File: config.mk
export PLATFORM = sky130hd
export DESIGN_NAME = ac97_cmd_engine
export DESIGN_NICKNAME = d
export VERILOG_FILES = /design/src/rtl/ac97_cmd_engine.sv
export SDC_FILE = /design/constraint.sdc
export NUM_CORES = 1
export LEC_CHECK = 0
export BUFFER_PORTS_ARGS = -buffer_cell sky130_fd_sc_hd__buf_2
export CAP_MARGIN = 20
export CELL_PAD_IN_SITES_DETAIL_PLACEMENT = 1
export CELL_PAD_IN_SITES_GLOBAL_PLACEMENT = 2
export CORE_MARGIN = 5
export CORE_UTILIZATION = 28
export CTS_CLUSTER_DIAMETER = 80
export CTS_CLUSTER_SIZE = 24
export DETAILED_ROUTE_END_ITERATION = 16
export GPL_TIMING_DRIVEN = 0
export PLACE_DENSITY_LB_ADDON = 0.25
export REMOVE_ABC_BUFFERS = 1
export SLEW_MARGIN = 10
export SYNTH_ARGS = -nofsm -noshare
export SYNTH_HDL_FRONTEND = slang
export SYNTH_SLANG_ARGS = --single-unit
File: constraint.sdc
create_clock -name clk -period 2.8 [get_ports clk]
set_input_delay 0.42 -clock clk [delete_from_list [all_inputs] [get_ports clk]]
set_output_delay 0.42 -clock clk [all_outputs]
set_load 0.005 [all_outputs]
File: src/rtl/ac97_cmd_engine.sv
module ac97_cmd_engine #(
  parameter int RST_CYCLES  = 100,
  parameter int WAKE_FRAMES = 2
) (
  input  logic        clk,
  input  logic        rst_n,
  input  logic        host_we,
  input  logic        host_re,
  input  logic [2:0]  host_addr,
  input  logic [19:0] host_wdata,
  output logic [19:0] host_rdata,
  input  logic        frame_sync,
  input  logic [19:0] rx_slot1,
  input  logic [19:0] rx_slot2,
  input  logic        rx_tag1,
  input  logic        rx_tag2,
  output logic [19:0] tx_slot1,
  output logic [19:0] tx_slot2,
  output logic        tx_tag1,
  output logic        tx_tag2,
  output logic [1:0]  codec_sel,
  output logic        codec_rst_n
);
  localparam int RW = $clog2(RST_CYCLES + 1);
  localparam int WW = $clog2(WAKE_FRAMES + 1);
  localparam logic [2:0] A_CTL = 3'd0, A_TX1 = 3'd1, A_TX2 = 3'd2,
                         A_RX1 = 3'd3, A_RX2 = 3'd4, A_FLG = 3'd5, A_RST = 3'd6;

  logic [3:0]  en;
  logic [19:0] cmd_addr, cmd_data, sts_addr, sts_data;
  logic        busy1, busy2, vld1, vld2, mism, pend;
  logic [6:0]  pend_idx;
  logic [RW-1:0] rst_cnt;
  logic [WW-1:0] wake_cnt;
  logic        link_ready;

  wire wr_ctl = host_we && host_addr == A_CTL;
  wire ld1    = host_we && host_addr == A_TX1;
  wire ld2    = host_we && host_addr == A_TX2;
  wire kick   = host_we && host_addr == A_RST && host_wdata[0];
  wire send1  = frame_sync && busy1 && en[0];
  wire send2  = send1 && busy2 && en[1];
  wire rx_try = frame_sync && rx_tag1 && rx_tag2 && en[2] && en[3] && pend && !busy1;
  wire rx_ok  = rx_slot1[18:12] == pend_idx;

  assign codec_rst_n = rst_cnt == '0;
  assign link_ready  = codec_rst_n && wake_cnt == '0;

  always_ff @(posedge clk) begin
    if (!rst_n) begin
      en <= '0; codec_sel <= '0;
      cmd_addr <= '0; cmd_data <= '0; sts_addr <= '0; sts_data <= '0;
      busy1 <= 1'b0; busy2 <= 1'b0; vld1 <= 1'b0; vld2 <= 1'b0;
      mism <= 1'b0; pend <= 1'b0; pend_idx <= '0;
      tx_slot1 <= '0; tx_slot2 <= '0; tx_tag1 <= 1'b0; tx_tag2 <= 1'b0;
      rst_cnt <= RW'(RST_CYCLES); wake_cnt <= WW'(WAKE_FRAMES);
    end else begin
      if (frame_sync) begin
        tx_tag1 <= send1;
        tx_tag2 <= send2;
      end
      if (send1) begin tx_slot1 <= cmd_addr; busy1 <= 1'b0; end
      if (send2) begin tx_slot2 <= cmd_data; busy2 <= 1'b0; end
      if (ld1) begin
        cmd_addr <= {host_wdata[19:12], 12'h000};
        busy1    <= 1'b1;
        pend     <= host_wdata[19];
        pend_idx <= host_wdata[18:12];
        mism     <= 1'b0;
      end
      if (ld2) begin
        cmd_data <= {host_wdata[19:4], 4'h0};
        busy2    <= 1'b1;
      end
      if (host_re && host_addr == A_RX1) vld1 <= 1'b0;
      if (host_re && host_addr == A_RX2) vld2 <= 1'b0;
      if (rx_try) begin
        if (rx_ok) begin
          sts_addr <= {rx_slot1[19:12], 12'h000};
          sts_data <= {rx_slot2[19:4], 4'h0};
          vld1 <= 1'b1; vld2 <= 1'b1; mism <= 1'b0; pend <= 1'b0;
        end else begin
          mism <= 1'b1;
        end
      end
      if (wr_ctl) begin
        en <= host_wdata[3:0];
        if (host_wdata[6:4] < 3'd4) codec_sel <= host_wdata[5:4];
      end
      if (kick) begin
        rst_cnt  <= RW'(RST_CYCLES);
        wake_cnt <= WW'(WAKE_FRAMES);
      end else if (rst_cnt != '0) begin
        rst_cnt <= rst_cnt - 1'b1;
      end else if (frame_sync && wake_cnt != '0) begin
        wake_cnt <= wake_cnt - 1'b1;
      end
    end
  end

  always_comb begin
    case (host_addr)
      A_CTL:   host_rdata = {14'h0, codec_sel, en};
      A_TX1:   host_rdata = cmd_addr;
      A_TX2:   host_rdata = cmd_data;
      A_RX1:   host_rdata = sts_addr;
      A_RX2:   host_rdata = sts_data;
      A_FLG:   host_rdata = {13'h0, !codec_rst_n, link_ready, mism, vld2, vld1, busy2, busy1};
      A_RST:   host_rdata = {19'h0, !codec_rst_n};
      default: host_rdata = '0;
    endcase
  end

  logic unused_bits;
  assign unused_bits = ^{host_wdata[11:7], rx_slot1[11:0], rx_slot2[3:0]};

  AST_TAG2_NEEDS_TAG1: assert property (@(posedge clk) disable iff (!rst_n)
    tx_tag2 |-> tx_tag1);
  AST_TX_ONLY_AFTER_FRAME: assert property (@(posedge clk) disable iff (!rst_n)
    !$past(frame_sync) |-> ($stable(tx_tag1) && $stable(tx_slot1)));
  AST_BUSY_FALLS_ON_FRAME: assert property (@(posedge clk) disable iff (!rst_n)
    $fell(busy1) |-> $past(frame_sync));
  AST_VALID_PAIRED: assert property (@(posedge clk) disable iff (!rst_n)
    $rose(vld1) |-> vld2);
  AST_NO_VALID_ON_MISMATCH: assert property (@(posedge clk) disable iff (!rst_n)
    $rose(mism) |-> !$rose(vld1));
  AST_NOT_READY_IN_RESET: assert property (@(posedge clk) disable iff (!rst_n)
    !codec_rst_n |-> !link_ready);
endmodule

==> results of run 1 <==
[synth_stat cells (all sizes together) (4+ instances only)]
master / number
a22oi: 6
a21oi: 67
xnor2: 11
inv: 8
nor2: 30
nor2b: 4
nand2b: 6
dfxtp: 95
mux2i: 39
o21ai: 14
and3: 4
buf: 26
clkbuf: 23
nand3: 10
nand2: 165
[power groups by stage]
stage | logic (mW) | clock network [mW] | registers, mW
floorplan | 0.105 | 0 | 1.42
global placement | 0.213 | 0 | 1.42
detailed placement | 0.222 | 0 | 1.43
CTS | 0.230 | 1.29 | 1.40
global route | 0.254 | 1.35 | 1.40
finish | 0.226 | 1.25 | 1.40
[metal layers]
layer	track usage	routed length, um
met5	0	0
met4	0.05543	217
met3	0.03172	617
met2	0.2630	6578
met1	0.2013	6223
[worst paths after layout]
| check | cells past startpoint | end |
|---|---|---|
| max | 8 | host_rdata[6] |
| min | 3 | en[2] |
| max reg2reg | 8 | sts_data[19] |
| min reg2reg | 2 | tx_slot2[4] |
[flip-flops by register name, indices dropped and copies added, names as in the netlist, 2 cells and up]
signal,cells
cmd_addr,2
cmd_data,16
codec_sel,2
en,4
pend_idx,6
rst_cnt,7
sts_addr,8
sts_data,16
tx_slot1,8
tx_slot2,16
wake_cnt,2
[logic make-up after synthesis]
logic type / Yosys count
AND/OR/NAND/NOR: 228
AO/OA/AOI/OAI: 99
flip-flops: 95
buffers and inverters: 59
multiplexers: 41
XOR/XNOR: 12
adder cells (fa/ha/maj): 2
other: 1
[critical path, stage by stage (launching register included)]
cell and delay (ps):
dfxtp_1 330, inv_2 70, ha_4 140, or4b_4 470
or3_4 380, clkinv_4 90, a21oi_2 60, a32o_1 240
buf_2 130
[cell type report]
cell class | instances | area, um^2 | share of cell area
inverter | 10 | 43.79 | 0.008426
clock inverter | 4 | 45.04 | 0.008666
timing repair buffer | 111 | 585.6 | 0.1127
multi-input combinational | 398 | 2133 | 0.4104
clock buffer | 11 | 252.7 | 0.04863
sequential | 95 | 1902 | 0.3659
tap | 188 | 235.2 | 0.04526
[timing repair]
action | in CTS | in global routing
setup buffers | 2 | 0
gates resized for setup | 5 | 0
setup endpoints to repair | 5 | 2
cloned | 0 | 0
pin swaps | 2 | 1
==> run summary, run 1 <==
• setup TNS: 0 ps
• share of the yosys chip area belonging to registers: 0.4450
• CTS max path bufs: 2
• count of TritonRoute iterations in the first routing pass: 4
• Yosys top cell area share: 0.4450
• kind of start point of the critical path: flop
• number of nets in the layout: 697
• final design instance area without fill: 5197 um^2
• cell internal power dissipation: 2.193 mW
• post-DR vias/cell: 4.625
• max-cap violation count: 0
• chip height: 133.6 um
• startpoint of the lowest-slack register-to-register path: pend
• clk_skew: 4.829 ps
• H-tree depth: 3
• share of power burned in combinational logic: 0.079
• cell count after placement: 800
• fin crit share: 0.9597
• Syn Inst Count: 537
• max-slew violation total from the final report: 0
• Post-DP HPWL: 9.899 mm
• multiplexer area fraction after synthesis: 0.09660
• First DRT Iteration DRCs: 98
• critical path data arrival time: 2270 ps
• wire length of the first global-routing pass: 21.99 mm
• worst slack at placement: -101.5 ps
• clock latency of the later-clocked register in the worst-skew pair: 350 ps
• overflow left after global routing: 0
• post-route total power: 2.875 mW
• minimum hold slack: 310.7 ps
• total number of vias: 3779
• adder and majority cell fraction of the synthesized area: 0.005855
• global-route usage over all layers: 0.1571
• Setup violations, final: 0
• data required time at the worst endpoint: 2380 ps
• post-synthesis xor/xnor area fraction: 0.02459
• largest net degree at the start of global routing: 54
• Max Freq: 372.1 MHz
• worst setup path start: rst_cnt[1]
• standby leakage power: 2.061 nW
• IO Pins: 135
• Mapped Area: 4274 um^2
• sequential group share of total power: 0.485
• remaining number of nets flagged by the antenna check after routing: 0
• IO buf count: 102
• number of antenna violations at the first check in global routing: 0
• EDFF count, synth: 0
• DRC violation count after routing: 0
• Row Count: 45
• layout-stage area growth over the synthesis result: 21.60%
• number of distinct library cells after synthesis: 40
• worst IR drop on VDD: 285.2 uV
• CTS hold repair buffers: 0
• number of diodes: 0
• RSZ-0062 raised after global routing: no
• number of buffers added by the clock tree synthesis step: 9
• clock sink count: 95
• GPL Wtd Cong: 0.7533
• via count of the first global-routing pass: 4005
• Async S/R FF share, synth: 0
• share of synthesized cell area in and, or, nand and nor gates: 0.2257
• dominant cell type by area after synthesis: dfxtp_1
• Initial Utilization: 0.2833
• share of layout cells above drive strength 1: 0.2242
• power density over cell area: 553.1 nW/um^2
• root cell of the clock tree: clkbuf_16
• clock slew seen by the registers of the worst setup and hold paths: 60 ps
• commonest non-fill, non-tap cell in the layout: nand2_1
• path class of the lowest-slack min-delay path: in -> reg
• Synth Area per Inst: 7.959 um^2
• endpoint kind of the worst setup timing path: output pin
• top area cells in the synthesized netlist: dfxtp_1 44%, nand2_1 14%, mux2i_1 9.1%
• Yosys warning total: 0
• number of inserted filler cells in the final layout: 1864
• outcome: completed
• die outline width: 133.6 um
• measured slew at the worst slew-check pin: 1017 ps
• portion of total power attributed to the clock network: 0.436
• combinational family with the most area after synthesis: simple AND/OR/NAND/NOR gates
• flop-to-flop setup slack: 230 ps
• Final Hold Viols: 0
• share of total power consumed by net switching: 0.2373
• top library cells by usage in the layout, fill and taps aside: 165 x nand2_1, 104 x buf_2, 95 x dfxtp_1
• largest fanout on the critical path: 6
• Most used DFF post-synth: dfxtp_1
• area enclosed by the die boundary: 17840 um^2
• post-synthesis sequential element count: 95
• path type of the worst setup path: reg -> out
• min-delay src: host_wdata[2]
• Worst Setup Slack, final: 112.8 ps
• Core Region: 15090 um^2
• area post-placement: 4870 um^2
• final wirelength: 13.64 mm
• routed wirelength normalized by instance count: 16.69 um
• TritonCTS clock tree: yes
• synthesized-area fraction occupied by ao, oa, aoi and oai cells: 0.1273
• final core utilization: 0.3444
• Switch Pwr: 682.1 uW
• Worst slew margin: 0.3221
• number of non-filler instances in the completed layout: 817
• final period demand of the worst path: 2687 ps
(Power assumes the default switching activity.)
==> inputs of run 2 (changes only) <==
- PLACE_DENSITY: default -> 0.89
- PLACE_DENSITY_LB_ADDON: 0.25 -> default
- clock period: 2.8 -> 2.75 ns (I/O delays scaled with it)
==> run 2 against run 1 <==
Net effect:
- register-to-register slack improved by 90 ps
- combinational power increased by 2%
- first-iteration DRC count up 46%
- clock-buffer cell count did not move
- clock power increased by 10%
- non-clock buffer count up 2
- sequential power barely moved
- global-route usage fell by 0.085 points
- routed wire length is 1.7% higher
- power is 5.5% higher
- worst setup slack worse by 5.9 ps
- critical path type is now in -> out
==> run summary, run 2 (synthesis results as in run 1) <==
• outcome: completed
• fin crit share: 0.9611
• path type of the worst setup path: in -> out
• largest stage delay on the critical path: 710 ps
• final wirelength: 13.87 mm
• First DRT Iteration DRCs: 143
• portion of total power attributed to the clock network: 0.456
• final period demand of the worst path: 2643 ps
• clock latency of the later-clocked register in the worst-skew pair: 350 ps
• Switch Pwr: 701.0 uW
• startpoint of the lowest-slack register-to-register path: pend
• clock slew seen by the registers of the worst setup and hold paths: 70 ps
• clock sink count: 95
• CTS hold repair buffers: 0
• FF-to-FF path depth: 6
• critical path data arrival time: 2230 ps
• CP max stage cell: nor2b_1
• area post-placement: 4867 um^2
• share of power burned in combinational logic: 0.076
• hold endpoint: cmd_data[7]
• number of antenna violations at the first check in global routing: 0
• cell internal power dissipation: 2.332 mW
• CTS max path bufs: 2
• number of inserted filler cells in the final layout: 1850
• Core Region: 15090 um^2
• endpoint kind of the worst setup timing path: output pin
• power density over cell area: 579.7 nW/um^2
• via count of the first global-routing pass: 4251
• Row Count: 45
• max-cap violation count: 0
• kind of start point of the critical path: primary input
• cell type group with the largest total delay on the critical path: simple AND/OR/NAND/NOR gates
• H-tree depth: 3
• flop-to-flop setup slack: 320 ps
• top library cells by usage in the layout, fill and taps aside: 165 x nand2_1, 105 x buf_2, 95 x dfxtp_1
• RSZ-0062 raised after global routing: no
• area enclosed by the die boundary: 17840 um^2
• worst slack at placement: 35.68 ps
• number of diodes: 0
• clk_skew: 8.391 ps
• root cell of the clock tree: clkbuf_16
• path class of the lowest-slack min-delay path: in -> reg
• final core utilization: 0.3468
• standby leakage power: 2.075 nW
• Setup violations, final: 0
• cell count after placement: 800
• Final Hold Viols: 0
• measured slew at the worst slew-check pin: 1039 ps
• Post-DP HPWL: 10.10 mm
• count of TritonRoute iterations in the first routing pass: 5
• IO buf count: 102
• largest registers ranked by flip-flop count: cmd_data: 16 flops, sts_data: 16 flops, tx_slot2: 16 flops
• GPL Wtd Cong: 0.7774
• post-DR vias/cell: 4.800
• max-slew violation total from the final report: 0
• number of nets in the layout: 699
• post-route total power: 3.033 mW
• critical path buffer and inverter count: 2
• chip height: 133.6 um
• global-route usage over all layers: 0.1563
• routed wirelength normalized by instance count: 16.91 um
• IO Pins: 135
• ordered cell list for the critical path: buf_2 > nor2b_1 > a21oi_1 > o21ai_0 > buf_2
• Critical R2R Capture: sts_data[18]
• final design instance area without fill: 5233 um^2
• most prevalent standard cell on the critical path: buf_2
• remaining number of nets flagged by the antenna check after routing: 0
• share of layout cells above drive strength 1: 0.2247
• worst IR drop on VDD: 270.1 uV
• largest fanout on the critical path: 21
• DRC violation count after routing: 0
• Max Freq: 378.3 MHz
• data required time at the worst endpoint: 2340 ps
• number of buffers added by the clock tree synthesis step: 9
• wire length of the first global-routing pass: 22.39 mm
• die outline width: 133.6 um
• number of non-filler instances in the completed layout: 820
• worst hold path cell count: 3
• min-delay src: host_wdata[7]
• TritonCTS clock tree: yes
• total number of vias: 3936
• overflow left after global routing: 0
• largest net degree at the start of global routing: 54
• Worst slew margin: 0.3070
• layout-stage area growth over the synthesis result: 22.42%
• Initial Utilization: 0.2833
• commonest non-fill, non-tap cell in the layout: nand2_1
• sequential group share of total power: 0.468
• Worst Setup Slack, final: 106.9 ps
• share of total power consumed by net switching: 0.2311
-- run 2: worst register-to-register path: cells and delay by family (launching register included) --
kind	cells	cell delay, ps
muxes	1	230
buffers and inverters	2	550
DFF	1	340
and+or+nand+nor	3	1230
-- run 2: cell type report --
type	instances	area (um^2)	share of cell area
flip-flops and latches	95	1902	0.3635
inverters	10	43.79	0.008369
clock buffers	11	252.7	0.04830
multi-input cells	398	2121	0.4053
clock inverters	5	80.08	0.01530
well taps	188	235.2	0.04495
repair buffers	113	598.1	0.1143
-- run 2: how the worst max path moves through the flow --
stage                 start             end  slack (ps)  cells past startpoint
6_report       host_addr[1]  host_rdata[12]         110                      5
5_1_grt          rst_cnt[0]   host_rdata[5]          30                      8
4_1_cts          rst_cnt[0]   host_rdata[6]          20                      8
3_5_place_dp     frame_sync    sts_data[18]          40                      7
3_3_place_gp     frame_sync     sts_data[6]       -4540                      5
2_1_floorplan       rx_tag2    sts_addr[12]       -2130                      4
-- run 2: what timing repair did --
| action | 4_1_cts | 5_1_grt |
|---|---|---|
| pin swaps | 2 | 1 |
| hold endpoints to repair | 0 | 0 |
| gates resized for setup | 1 | 1 |
| setup endpoints to repair | 3 | 3 |
| setup buffers | 4 | 0 |
-- run 2: metal layers --
| metal | part of all wire | GRT usage | wire, um | up-vias |
|---|---|---|---|---|
| met5 | 0 | 0 | 0 | - |
| met4 | 0.021 | 0.05143 | 292 | 0 |
| met3 | 0.037 | 0.03588 | 510 | 23 |
| met2 | 0.50 | 0.2743 | 6947 | 72 |
| met1 | 0.44 | 0.1888 | 6119 | 1917 |
| li1 | - | - | - | 1924 |
-- run 2: power groups by stage --
stage	Sequential [mW]	Combinational, mW	Clock, mW
detailed placement	1.45	0.223	0
global route	1.42	0.255	1.48
finish	1.42	0.230	1.38
CTS	1.42	0.231	1.40
global placement	1.45	0.212	0
floorplan	1.45	0.107	0
-- run 2: metrics by stage --
step / TNS (ps) / hold WS, ps
floorplan: -59040 / 432.2
global placement: -165820 / 441.6
detailed placement: 0 / 448.7
CTS: 0 / 295.3
global route: 0 / 311.8
finish: 0 / 299.0
